[config.mk]
export PLATFORM = sky130hd
export DESIGN_NAME = bus_token_arbiter
export DESIGN_NICKNAME = d
export VERILOG_FILES = /design/src/rtl/bus_arb_pkg.sv /design/src/rtl/arb_token_ring.sv /design/src/rtl/arb_rr_pick.sv /design/src/rtl/arb_flag_decode.sv /design/src/rtl/bus_token_arbiter.sv
export SDC_FILE = /design/constraint.sdc
export NUM_CORES = 1
export LEC_CHECK = 0
export BUFFER_PORTS_ARGS = -buffer_cell sky130_fd_sc_hd__buf_2
export CAP_MARGIN = 20
export CORE_ASPECT_RATIO = 1.5
export CORE_UTILIZATION = 50
export DETAILED_ROUTE_END_ITERATION = 16
export PLACE_DENSITY = 0.83
export RECOVER_POWER = 50
export SYNTH_ARGS = -nofsm -noshare
export SYNTH_HDL_FRONTEND = slang
export SYNTH_HIERARCHICAL = 1
export SYNTH_SLANG_ARGS = --single-unit
[constraint.sdc]
create_clock -name clk -period 3.95 [get_ports clk]
set_clock_uncertainty 0.05 [all_clocks]
set_input_delay 0.1975 -clock clk [delete_from_list [all_inputs] [get_ports clk]]
set_output_delay 0.1975 -clock clk [all_outputs]
set_load 0.005 [all_outputs]
[src/rtl/bus_arb_pkg.sv]
package bus_arb_pkg;
  localparam int OP_W = 3;

  typedef enum logic [OP_W-1:0] {
    OP_NOP   = 3'd0,
    OP_READ  = 3'd1,
    OP_XREAD = 3'd2,
    OP_WRITE = 3'd3,
    OP_INVAL = 3'd4,
    OP_ARB   = 3'd5
  } bus_op_e;

  function automatic logic op_is_req(input logic [OP_W-1:0] code);
    return (code == OP_READ) || (code == OP_XREAD) ||
           (code == OP_WRITE) || (code == OP_INVAL);
  endfunction
endpackage

[src/rtl/arb_token_ring.sv]
module arb_token_ring #(
  parameter int N     = 3,
  parameter int TOK_W = 2
) (
  input  logic             clk,
  input  logic             rst_n,
  input  logic             adv_i,
  output logic [TOK_W-1:0] tok_o
);
  localparam logic [TOK_W-1:0] TOK_LAST = TOK_W'(N - 1);

  logic [TOK_W-1:0] tok_q;

  always_ff @(posedge clk) begin
    if (!rst_n)     tok_q <= '0;
    else if (adv_i) tok_q <= (tok_q == TOK_LAST) ? '0 : tok_q + 1'b1;
  end

  assign tok_o = tok_q;

  AST_TOKEN_HOLD: assert property (@(posedge clk) disable iff (!rst_n)
    !adv_i |=> $stable(tok_q));
  AST_TOKEN_STEP: assert property (@(posedge clk) disable iff (!rst_n)
    adv_i |=> (tok_q == (($past(tok_q) == TOK_LAST) ? '0 : $past(tok_q) + 1'b1)));
endmodule

[src/rtl/arb_rr_pick.sv]
module arb_rr_pick #(
  parameter int N     = 3,
  parameter int TOK_W = 2
) (
  input  logic [N-1:0]     req_vec_i,
  input  logic [TOK_W-1:0] tok_i,
  output logic             win_valid_o,
  output logic [TOK_W-1:0] win_idx_o
);
  always_comb begin
    win_valid_o = 1'b0;
    win_idx_o   = '0;
    for (int off = 0; off < N; off++) begin
      int idx;
      idx = (int'(tok_i) + off) % N;
      if (!win_valid_o && req_vec_i[idx]) begin
        win_valid_o = 1'b1;
        win_idx_o   = TOK_W'(idx);
      end
    end
  end
endmodule

[src/rtl/arb_flag_decode.sv]
module arb_flag_decode #(
  parameter int N     = 3,
  parameter int IDX_W = 2
) (
  input  logic [IDX_W-1:0] idx_i,
  output logic [N-1:0]     flag_o
);
  for (genvar g = 0; g < N; g++) begin : g_flag
    assign flag_o[g] = (idx_i == IDX_W'(g));
  end
endmodule

[src/rtl/bus_token_arbiter.sv]
module bus_token_arbiter
  import bus_arb_pkg::*;
#(
  parameter int N      = 3,
  parameter int LINE_W = 8,
  parameter int IDX_W  = $clog2(N + 1)
) (
  input  logic                  clk,
  input  logic                  rst_n,
  input  logic [N*OP_W-1:0]     req_op_i,
  input  logic [N*LINE_W-1:0]   req_line_i,
  output logic [OP_W-1:0]       bus_op_o,
  output logic [IDX_W-1:0]      master_o,
  output logic [N-1:0]          master_flag_o,
  output logic [LINE_W-1:0]     bus_line_o
);
  localparam int TOK_W = (N > 1) ? $clog2(N) : 1;
  localparam logic [IDX_W-1:0] NONE = IDX_W'(N);

  logic [OP_W-1:0]   op_arr   [N];
  logic [LINE_W-1:0] line_arr [N];
  logic [N-1:0]      req_vec;

  for (genvar g = 0; g < N; g++) begin : g_req
    assign op_arr[g]   = req_op_i[g*OP_W +: OP_W];
    assign line_arr[g] = req_line_i[g*LINE_W +: LINE_W];
    assign req_vec[g]  = op_is_req(op_arr[g]);
  end

  logic [OP_W-1:0]   bus_op_q;
  logic [IDX_W-1:0]  master_q;
  logic [LINE_W-1:0] line_q;
  logic              boot_q;
  logic              arb_phase;
  logic              tok_adv;
  logic [TOK_W-1:0]  tok;
  logic              win_valid;
  logic [TOK_W-1:0]  win_idx;

  assign arb_phase = (bus_op_q == OP_ARB);
  assign tok_adv   = !arb_phase && !boot_q;

  arb_token_ring #(.N(N), .TOK_W(TOK_W)) u_tok (
    .clk   (clk),
    .rst_n (rst_n),
    .adv_i (tok_adv),
    .tok_o (tok)
  );

  arb_rr_pick #(.N(N), .TOK_W(TOK_W)) u_pick (
    .req_vec_i   (req_vec),
    .tok_i       (tok),
    .win_valid_o (win_valid),
    .win_idx_o   (win_idx)
  );

  always_ff @(posedge clk) begin
    if (!rst_n) begin
      bus_op_q <= OP_NOP;
      master_q <= NONE;
      line_q   <= '0;
      boot_q   <= 1'b1;
    end else begin
      boot_q <= 1'b0;
      if (arb_phase) begin
        if (win_valid) begin
          bus_op_q <= op_arr[win_idx];
          master_q <= IDX_W'(win_idx);
          line_q   <= line_arr[win_idx];
        end else begin
          bus_op_q <= OP_NOP;
          master_q <= NONE;
        end
      end else begin
        bus_op_q <= OP_ARB;
        master_q <= NONE;
      end
    end
  end

  arb_flag_decode #(.N(N), .IDX_W(IDX_W)) u_flags (
    .idx_i  (master_q),
    .flag_o (master_flag_o)
  );

  assign bus_op_o   = bus_op_q;
  assign master_o   = master_q;
  assign bus_line_o = line_q;

  AST_PHASE_TO_GRANT: assert property (@(posedge clk) disable iff (!rst_n)
    arb_phase |=> !arb_phase);
  AST_PHASE_TO_ARB: assert property (@(posedge clk) disable iff (!rst_n)
    !arb_phase |=> arb_phase);
  AST_ARB_NO_MASTER: assert property (@(posedge clk) disable iff (!rst_n)
    arb_phase |-> (master_q == NONE));
  AST_NOWIN_NOP: assert property (@(posedge clk) disable iff (!rst_n)
    (!arb_phase && master_q == NONE) |-> (bus_op_q == OP_NOP));
  AST_IDLE_GRANT: assert property (@(posedge clk) disable iff (!rst_n)
    (arb_phase && req_vec == '0) |=> (master_q == NONE && bus_op_q == OP_NOP));
  AST_LINE_HOLD: assert property (@(posedge clk) disable iff (!rst_n)
    (master_q == NONE) |-> $stable(line_q));
  AST_GRANT_IS_REQ: assert property (@(posedge clk) disable iff (!rst_n)
    (master_q != NONE) |-> op_is_req(bus_op_q));
endmodule

==> summary.md <==
| Metric | Value |
|---|---|
| Cell area after synthesis | 1120 µm² |
| CTS Buffer Depth | 2 |
| Final setup fails | 0 |
| Outcome | complete, no violations |
| Synth cell count leaders | dfxtp_1, mux2i_1, a21oi_1, nor2_1, o21ai_0 |
| Sequential-to-total area share from yosys stat | 28.7% |
| LEAKAGE | 0.600 nW |
| Fmax achieved | 0.326 GHz |
| Chip Height | 59.9 µm |
| Worst-path fanout max | 15 |
| FP Rows | 20 |
| #FFs+latches synth | 16 |
| WP data arrival | 3200 ps |
| Endpoint class of the critical path | register |
| Hpwl dp | 2040 µm |
| Syn_nets | 162 |
| Placer congestion estimate | 0.797 |
| Largest net degree at the start of global routing | 18 |
| Clock latency at the later pin of the worst-skew pair | 290 ps |
| Pre-Repair DR Iteration Count | 4 |
| Vias in the first global route | 1065 |
| Inserted Diodes | 0 |
| Pwr dens | 385 nW/µm² |
| Core area | 2080 µm² |
| Critical path launch point type | register |
| CTS H-tree depth | 1 |
| DR WL/cell | 13.6 µm |
| CTS tree | built |
| Slew HR | 45.1% |
| Port buffer count | 50 |
| Placement Cell Area | 1320 µm² |
| Vias per cell | 5.72 |
| Top post-synthesis cells by area | dfxtp_1, mux2i_1, a2bb2oi_1, buf_6, a21oi_1 |
| Final Hold Viols | 0 |
| Die X | 40.6 µm |
| Cells after Synth | 124 |
| Global-route wire length before repair | 4240 µm |
| Final cell count without fillers | 192 |
| Total GRT Usage | 24.9% |
| Most numerous cell in the Yosys netlist | dfxtp_1 |
| CTS sink cnt | 16 |
| Die Footprint | 2430 µm² |
| Dpl cells | 188 |
| Synthesis Warnings | 6 |
| CTS Buf Count | 3 |
| Layout cell share with drive strength beyond 1 | 32.4% |
| Final wirelength | 2600 µm |
| Fin. max-slew vios | 0 |
| Final period util | 77.7% |
| WP data required | 4090 ps |
| Initial antenna violation count | 0 |
| Reg clk slew, reported paths | 90 ps |
| Maximum Capacitance Violations | 0 |
| Ys async rst share | 0% |
| Starting density of the core | 53.7% |
| Remaining global-route overflow | 0 |
| Root Driver | clkbuf_4 |
| Cell taking the most area after synthesis | dfxtp_1 |
| Kind of critical path | register to register |
| Post-DRT Antenna Nets | 0 |
| Synth top area share | 28.7% |
| Slew @ Worst Pin | 822 ps |
| Vias | 1099 |
| PostCTS Resize Cnt | 0 |
| Synth Flop Type | dfxtp_1 |
| IO Count | 51 |
| DRC errors left | 0 |
| # nets final | 209 |
| RSZ-0062 raised after global routing | false |
| Number of DRC markers in iteration 0 | 26 |
| Post-layout instance area | 1350 µm² |
| Distinct cells, synth | 36 |
| Number of synthesized flops with an enable pin | 0 |
| Setup TNS | 0 ps |
| Setup bufs post-CTS | 0 |
| Post-layout min period | 3070 ps |
| HP Class | input pin to register |
| Worst VDD drop | 0.000280 V |
| Hold Buf Count CTS | 0 |
| Post-Syn Area per Cell | 9.00 µm² |
| Syn-to-layout area delta | 20.6% |
-- path summary, 6_finish.rpt --
path / from / to / slack, ps / depth (start not counted)
max: u_tok/tok_o[0] / bus_op_o[2] / 880 / 9
min: req_op_i[4] / bus_op_o[1] / 120 / 3
max reg2reg: u_tok/tok_o[0] / bus_op_o[2] / 880 / 9
min reg2reg: boot_q / u_tok/tok_o[1] / 500 / 3
-- sequential cells by signal (all words and copies together) (netlist names) --
register and count:
bus_op_o 3, u_tok/tok_o 2, bus_line_o 8, master_o 2
boot_q 1
-- power by group --
group | internal, W | total [W] | switching (W)
registers | 0.000178 | 0.000189 | 0.0000107
logic | 0.000109 | 0.000221 | 0.000111
clock network | 0.0000561 | 0.000108 | 0.0000522
-- layout by cell type (no fill, tap or decap), types with 2 or more instances in the layout --
cell type	Yosys	final
xnor2_1	3	3
clkbuf_1	2	10
clkbuf_4	0	3
o21ai_1	2	2
inv_1	3	3
nor2b_1	4	4
o31a_1	3	3
nand4b_1	2	2
buf_2	0	40
nor2_1	9	9
nor3b_2	2	2
dfxtp_1	16	16
o21ai_0	8	8
a2bb2oi_1	7	7
ha_1	3	3
or2_2	3	3
nand2_1	7	7
nand3b_1	4	4
mux2i_1	14	14
a21oi_1	9	9
-- worst max-delay path, cell delays in order, from the launching register on --
cell      delay (ps)
dfxtp_1          430
inv_1             70
ha_1             440
nor2b_2          200
o21ai_1          100
a311oi_1         320
o32a_1           720
nor2b_4          140
and3_1           220
o31a_1           260
-- per-stage QoR --
stage / total power, W / utilization, % / setup slack, ps / hold slack (ps)
floorplan: 0.000371 / - / 1590 / 265
global placement: 0.000406 / 63.7 / 1080 / 421
detailed placement: 0.000414 / 63.7 / 937 / 419
CTS: 0.000523 / 65.4 / 931 / 101
global route: 0.000551 / 64.8 / 688 / 109
finish: 0.000518 / 64.8 / 882 / 117
-- cells by family (layout without fill, tap and decap cells) --
group | count (synthesis) | in the layout | share of synthesized area [%]
AND/OR/NAND/NOR | 40 | 40 | 23.5
multiplexers | 14 | 14 | 12.6
flip-flops | 16 | 16 | 28.7
XOR/XNOR | 3 | 3 | 2.35
adder cells (fa/ha/maj) | 3 | 3 | 3.36
buffers and inverters | 12 | 58 | 8.07
AO/OA/AOI/OAI | 36 | 36 | 21.4
-- cell type report --
class,count,area [µm²]
multi-input combinational,96,706
sequential,16,320
timing repair buffer,51,245
fill,187,731
inverter,3,11.3
tap,22,27.5
clock buffer,4,36.3
-- per-layer routing --
metal,part of all wire [%],wire length (µm),up-vias,GRT usage (%)
met1,37,968,507,23.8
met4,1.3,34,0,11.4
met3,4.5,118,4,1.86
li1,-,-,546,-
met5,0,0,-,0
met2,57,1480,42,48.5
Power figures use the tool's default switching activity.
